### src/rtl/fbclk_pkg.sv
package fbclk_pkg;

    // Output phase of the divider; the bit clock level is HIGH phase.
    typedef enum logic [1:0] {
        PH_IDLE = 2'd0,
        PH_LOW  = 2'd1,
        PH_HIGH = 2'd2
    } fbclk_phase_e;

endpackage

### src/rtl/fbclk_gate.sv
// Decides whether the divider may run in this cycle.
module fbclk_gate #(
    parameter int WHOLE_W = 10
) (
    input  logic               clk_en,
    input  logic               slave_mode,
    input  logic [WHOLE_W-1:0] div_whole,
    output logic               run_ok
);
    logic whole_nonzero;

    always_comb begin
        whole_nonzero = |div_whole;
        run_ok        = clk_en && !slave_mode && whole_nonzero;
    end
endmodule

### src/rtl/fbclk_frac_step.sv
// One step of the fractional phase accumulator: adds the fraction and
// reports a wrap, which stretches the next half period by one cycle.
module fbclk_frac_step #(
    parameter int FRAC_W = 9
) (
    input  logic [FRAC_W-1:0] acc_in,
    input  logic [FRAC_W-1:0] frac_in,
    output logic [FRAC_W-1:0] acc_out,
    output logic              wrap
);
    localparam int SUM_W = FRAC_W + 1;

    logic [SUM_W-1:0] sum;

    always_comb begin
        sum     = {1'b0, acc_in} + {1'b0, frac_in};
        acc_out = sum[FRAC_W-1:0];
        wrap    = sum[FRAC_W];
    end
endmodule

### src/rtl/fbclk_half_len.sv
// Reload value of the half-period counter: (whole + wrap) - 1.
// Only used while whole is nonzero, so the result cannot underflow.
module fbclk_half_len #(
    parameter int WHOLE_W = 10
) (
    input  logic [WHOLE_W-1:0] whole_in,
    input  logic               wrap,
    output logic [WHOLE_W-1:0] load_val
);
    localparam int EXT_W = WHOLE_W + 1;

    logic [EXT_W-1:0] ext_len;
    logic [EXT_W-1:0] ext_m1;

    always_comb begin
        ext_len  = {1'b0, whole_in} + {{WHOLE_W{1'b0}}, wrap};
        ext_m1   = ext_len - {{WHOLE_W{1'b0}}, 1'b1};
        load_val = ext_m1[WHOLE_W-1:0];
    end
endmodule

### src/rtl/fbclk_divider.sv
module fbclk_divider
    import fbclk_pkg::*;
#(
    parameter int WHOLE_W = 10,
    parameter int FRAC_W  = 9
) (
    input  logic               clk,
    input  logic               rst_n,
    input  logic [WHOLE_W-1:0] div_whole,
    input  logic [FRAC_W-1:0]  div_frac,
    input  logic               clk_en,
    input  logic               slave_mode,
    output logic               bclk,
    output logic               bclk_rise,
    output logic               bclk_fall
);
    // Half-period counter needs (2^WHOLE_W - 1) + 1 - 1 as largest load.
    localparam int CNT_W = WHOLE_W;
    localparam logic [CNT_W-1:0] CNT_ZERO = '0;
    localparam logic [CNT_W-1:0] CNT_ONE  = CNT_W'(1);

    typedef struct packed {
        fbclk_phase_e      phase;
        logic [CNT_W-1:0]  cnt;
        logic [FRAC_W-1:0] acc;
        logic              rise;
        logic              fall;
    } div_state_t;

    div_state_t st_q, st_d;

    logic              run_ok;
    logic [FRAC_W-1:0] step_acc_in;
    logic [FRAC_W-1:0] step_acc_out;
    logic              step_wrap;
    logic [CNT_W-1:0]  reload_val;
    logic              at_boundary;

    fbclk_gate #(.WHOLE_W(WHOLE_W)) u_gate (
        .clk_en     (clk_en),
        .slave_mode (slave_mode),
        .div_whole  (div_whole),
        .run_ok     (run_ok)
    );

    // A fresh start begins the accumulator from zero.
    always_comb begin
        step_acc_in = (st_q.phase == PH_IDLE) ? '0 : st_q.acc;
        at_boundary = (st_q.phase != PH_IDLE) && (st_q.cnt == CNT_ZERO);
    end

    fbclk_frac_step #(.FRAC_W(FRAC_W)) u_step (
        .acc_in  (step_acc_in),
        .frac_in (div_frac),
        .acc_out (step_acc_out),
        .wrap    (step_wrap)
    );

    fbclk_half_len #(.WHOLE_W(WHOLE_W)) u_len (
        .whole_in (div_whole),
        .wrap     (step_wrap),
        .load_val (reload_val)
    );

    always_comb begin
        st_d      = st_q;
        st_d.rise = 1'b0;
        st_d.fall = 1'b0;
        if (!run_ok) begin
            st_d.phase = PH_IDLE;
            st_d.cnt   = '0;
            st_d.acc   = '0;
            st_d.fall  = (st_q.phase == PH_HIGH);
        end else if (st_q.phase == PH_IDLE) begin
            // Start: divisor sampled here, first half period is low.
            st_d.phase = PH_LOW;
            st_d.acc   = step_acc_out;
            st_d.cnt   = reload_val;
        end else if (at_boundary) begin
            // Half-period boundary: toggle and take the current divisor.
            st_d.phase = (st_q.phase == PH_LOW) ? PH_HIGH : PH_LOW;
            st_d.rise  = (st_q.phase == PH_LOW);
            st_d.fall  = (st_q.phase == PH_HIGH);
            st_d.acc   = step_acc_out;
            st_d.cnt   = reload_val;
        end else begin
            st_d.cnt   = st_q.cnt - CNT_ONE;
        end
    end

    always_ff @(posedge clk or negedge rst_n) begin
        if (!rst_n) begin
            st_q <= '{phase: PH_IDLE, cnt: '0, acc: '0, rise: 1'b0, fall: 1'b0};
        end else begin
            st_q <= st_d;
        end
    end

    assign bclk      = (st_q.phase == PH_HIGH);
    assign bclk_rise = st_q.rise;
    assign bclk_fall = st_q.fall;

    // ---------------- assertions ----------------
    AST_STOP_LOW: assert property (@(posedge clk) disable iff (!rst_n)
        (!clk_en || slave_mode || (div_whole == '0)) |=> !bclk && !bclk_rise)
        else $error("output not held low while stopped");

    AST_SLAVE_QUIET: assert property (@(posedge clk) disable iff (!rst_n)
        slave_mode |=> (st_q.phase == PH_IDLE))
        else $error("divider ran in slave mode");

    AST_MID_HALF_STABLE: assert property (@(posedge clk) disable iff (!rst_n)
        (run_ok && st_q.phase != PH_IDLE && st_q.cnt != CNT_ZERO)
            |=> $stable(bclk) && (st_q.cnt == $past(st_q.cnt) - CNT_ONE))
        else $error("half period disturbed before its boundary");

    AST_RISE_STROBE: assert property (@(posedge clk) disable iff (!rst_n)
        $rose(bclk) |-> bclk_rise)
        else $error("rise strobe missing");

    AST_FALL_STROBE: assert property (@(posedge clk) disable iff (!rst_n)
        $fell(bclk) |-> bclk_fall)
        else $error("fall strobe missing");

    AST_STROBE_EXCL: assert property (@(posedge clk) disable iff (!rst_n)
        $onehot0({bclk_rise, bclk_fall}))
        else $error("both strobes at once");

endmodule

### config.mk
export PLATFORM = sky130hd
export DESIGN_NAME = fbclk_divider
export DESIGN_NICKNAME = d
export VERILOG_FILES = /design/src/rtl/fbclk_pkg.sv /design/src/rtl/fbclk_gate.sv /design/src/rtl/fbclk_frac_step.sv /design/src/rtl/fbclk_half_len.sv /design/src/rtl/fbclk_divider.sv
export SDC_FILE = /design/constraint.sdc
export NUM_CORES = 1
export LEC_CHECK = 0
export ABC_CLOCK_PERIOD_IN_PS = 8640
export BUFFER_PORTS_ARGS = -buffer_cell sky130_fd_sc_hd__buf_2
export CELL_PAD_IN_SITES_DETAIL_PLACEMENT = 1
export CELL_PAD_IN_SITES_GLOBAL_PLACEMENT = 2
export CORE_ASPECT_RATIO = 1.75
export CORE_MARGIN = 8
export CORE_UTILIZATION = 37
export DETAILED_ROUTE_END_ITERATION = 8
export MAX_ROUTING_LAYER = met4
export PLACE_DENSITY_LB_ADDON = 0.1
export SYNTH_ARGS = -nofsm -noshare
export SYNTH_HDL_FRONTEND = slang
export SYNTH_SLANG_ARGS = --single-unit
### constraint.sdc
create_clock -name clk -period 8.64 [get_ports clk]
set_input_delay 1.728 -clock clk [delete_from_list [all_inputs] [get_ports clk]]
set_output_delay 1.728 -clock clk [all_outputs]
set_load 0.03 [all_outputs]
==> summary.md <==
| Metric | Value |
|---|---|
| Net Sw Power | 82.7 µW |
| Post-synth EDFFs | 0 |
| Die area | 7060 µm² |
| Crit path buffers/inverters | 1 |
| Clk sinks | 23 |
| Inserted Clock Buffers | 3 |
| Max_cap viols | 0 |
| Design area | 1870 µm² |
| Worst setup SP type | input port |
| 1st-iter DRT viols | 21 |
| # hold bufs at CTS | 0 |
| Worst slack, placed | 3.51 ns |
| Critical Path RT | 8.79 ns |
| CP top delay family | compound AO/OA/AOI/OAI gates |
| Clk slew on worst S/H paths | 0.08 ns |
| Setup TNS Final | 0 ns |
| Final setup viols | 0 |
| First-pass iteration count of the detailed router | 4 |
| Top sig layer | met4 |
| Die X-Extent | 67.0 µm |
| Starting Density | 38.3% |
| Compound-Gate Fraction of Synth Area | 20.6% |
| Comb pwr share | 27.3% |
| Yosys warning count | 0 |
| Synth Area in XOR/XNOR | 8.31% |
| Mapped cell area | 1690 µm² |
| Crit-path cells | buf_2 -> ha_1 -> a211oi_1 -> o21bai_1 -> a21oi_1 -> o221ai_1 -> a21oi_1 -> ha_1 -> ha_1 -> or4b_2 -> nor4_1 -> xnor2_1 -> a221oi_1 |
| Largest family of logic cells by synthesized area | simple AND/OR/NAND/NOR gates |
| Avg Inst Size Synth | 9.31 µm² |
| Vias in the first global route | 1638 |
| Util after Layout | 42.5% |
| WL/cell | 18.1 µm |
| Tot GR Track Use | 14.5% |
| Worst Skew | 0.00598 ns |
| Gp weighted congestion | 0.823 |
| Worst setup path class | input port to register |
| IO Count | 26 |
| Residual DRC | 0 |
| Worst-margin pin slew | 1.06 ns |
| Post-synth ARST share | 100% |
| Die Y-Extent | 105 µm |
| Post-synthesis mux area share | 0% |
| GR Overflow Total | 0 |
| FMAX | 208 MHz |
| Largest net degree at the start of global routing | 24 |
| Row count | 32 |
| Cts repair resizes | 0 |
| DRT Wirelength | 4.59 mm |
| Clock Path Buffers | 2 |
| Register share of total power | 46.0% |
| Antenna Cells | 0 |
| H-tree Lvls | 1 |
| Layout area overhead | 11.1% |
| RSZ-0062 raised after global routing | false |
| Sw frac | 32.1% |
| Crit path time final | 4.82 ns |
| Final Hold Viols | 0 |
| Maximum VDD drop | 0.0672 mV |
| Synthesis-stage register bit count | 23 |
| Worst Path Arrival | 4.97 ns |
| Vias per inst | 5.71 |
| DPL Wire Length | 3.67 mm |
| Final Max Slew Viols | 0 |
| CTS tree | done |
| CTS Root Buffer Type | clkbuf_8 |
| Worst path slowest cell | or4b_2 |
| Met1 Wirelength | 1.65 mm |
| Cells after Synth | 181 |
| Placed Cells | 250 |
| Core region area | 4400 µm² |
| DP Area | 1830 µm² |
| Port Buffers | 25 |
| Crit Path Max Fanout | 4 |
| Power density over cell area | 138 nW/µm² |
| Post-Syn Nets | 217 |
| Share of post-route cells with drive strength above 1 | 18.7% |
| Met3 wire len | 129 µm |
| Slew HR | 29.1% |
| P_leak | 0.000898 µW |
| First-pass GRT wire length | 7.78 mm |
| Fin cells | 254 |
| Final setup margin | 3.82 ns |
| Status | finished, final reports clean |
| HP Class | register to register |
| Post-CTS setup buffer count | 0 |
| Synth Area in Simple Gates | 22.8% |
| Seq/Total Area, Yosys | 34.1% |
| Adder-cell share of the synthesized area | 10.1% |
| Initial antenna violation count | 0 |
| WL met2 | 2.66 mm |
| Worst setup EP type | register |
| Routed Antenna Nets | 0 |
| Via count | 1450 |
| Most used cell, CP | ha_1 |
| CP peak stage delay | 0.63 ns |
| Clk network pwr share | 26.7% |
| Cell variety after synth | 45 |
| Period utilization | 55.8% |
| Clk_lat worst skew | 0.27 ns |
| Primary FF master, synth | dfrtp_1 |
| Power Internal | 175 µW |
| Final Net Count | 240 |
==> flip-flops by register name, indices dropped and copies added (netlist names) <==
register / flops
bclk_fall: 1
bclk_rise: 1
st_q: 21
==> cells by family (layout without fill, tap and decap cells) <==
logic type               after synthesis  after routing
AO/OA/AOI/OAI                         45             45
XOR/XNOR                              16             16
adder cells (fa/ha/maj)               13             13
buffers and inverters                 13             35
flip-flops                            23             23
AND/OR/NAND/NOR                       71             71
==> final cells by class <==
type	instances	area, µm²
sequential	23	576
clock buffer	4	45.0
multi-input combinational	145	1040
inverter	6	22.5
fill	542	2530
tap	51	63.8
timing repair buffer	25	125
==> cell usage in the layout, fill, tap and decap left out, drive strengths merged <==
cell,synthesis,final
a211o,2,2
a211oi,11,11
a21o,4,4
a21oi,9,9
a221oi,1,1
a22o,2,2
a311oi,4,4
a32o,1,1
and2,12,12
and4,1,1
buf,5,25
clkbuf,2,4
dfrtp,23,23
fa,1,1
ha,12,12
inv,6,6
nand2,11,11
nand2b,5,5
nand3,2,2
nand3b,1,1
nand4,2,2
nor2,18,18
nor2b,1,1
nor3,4,4
nor4,3,3
o211ai,2,2
o21a,1,1
o21ai,4,4
o21bai,2,2
o221ai,1,1
o31ai,1,1
or2,2,2
or3,4,4
or3b,2,2
or4,2,2
or4b,1,1
xnor2,10,10
xor2,6,6
==> cell usage after synthesis, types with 2 or more instances <==
cell      count  share of area, %
dfrtp_1      23                34
nor2_1       18               4.0
ha_1         12               8.9
and2_1       11               4.1
nand2_1      10               2.2
xnor2_1      10               5.2
a21oi_1       9               2.7
a211oi_1      7               3.1
inv_1         6               1.3
xor2_1        6               3.1
nand2b_1      5               1.9
a211oi_2      4               3.0
a21o_1        4               1.8
nor3_1        4               1.2
o21ai_0       4               1.2
or3_1         4               1.5
a311oi_1      3               1.6
nor4_1        3               1.1
a211o_1       2               1.0
a22o_1        2               1.0
buf_6         2               1.3
clkbuf_1      2              0.45
nand3_1       2              0.59
nand4_1       2              0.74
o211ai_1      2              0.89
o21bai_1      2              0.89
or2_2         2              0.74
or3b_1        2               1.0
or4_1         2              0.89
==> path summary, 6_finish.rpt <==
check	endpoint	cells past startpoint	slack [ns]	from
worst max-delay path	st_q[19]	13	3.82	div_frac[1]
worst min-delay path	st_q[7]	1	0.51	st_q[7]
worst max register to register	st_q[19]	14	4.34	st_q[22]
worst min register to register	st_q[7]	1	0.51	st_q[7]
max in group asynchronous	st_q[18]	1	6.83	rst_n
min in group asynchronous	st_q[14]	1	1.44	rst_n
==> power groups by stage <==
| stage | clock [µW] | combinational (µW) | sequential (µW) |
|---|---|---|---|
| 2_1_floorplan | 0 | 51.3 | 119 |
| 3_3_place_gp | 0 | 69.1 | 120 |
| 3_5_place_dp | 0 | 70.9 | 121 |
| 4_1_cts | 71.7 | 71.4 | 119 |
| 5_1_grt | 75.7 | 79.2 | 119 |
| 6_report | 68.9 | 70.2 | 118 |
==> through the flow <==
step                      hold slack (ns)  power, µW
after global placement              0.480        189
after floorplan                     0.458        171
after CTS                           0.517        262
after detailed placement            0.495        192
after global routing                0.550        274
final                               0.509        258
==> metal layers <==
layer | global-route usage [%] | up-vias
met5 | - | -
met4 | 6.62 | 0
met3 | 1.70 | 11
met2 | 26.8 | 26
met1 | 14.1 | 714
li1 | - | 699
Note: power is estimated with default switching activity, not from simulation.
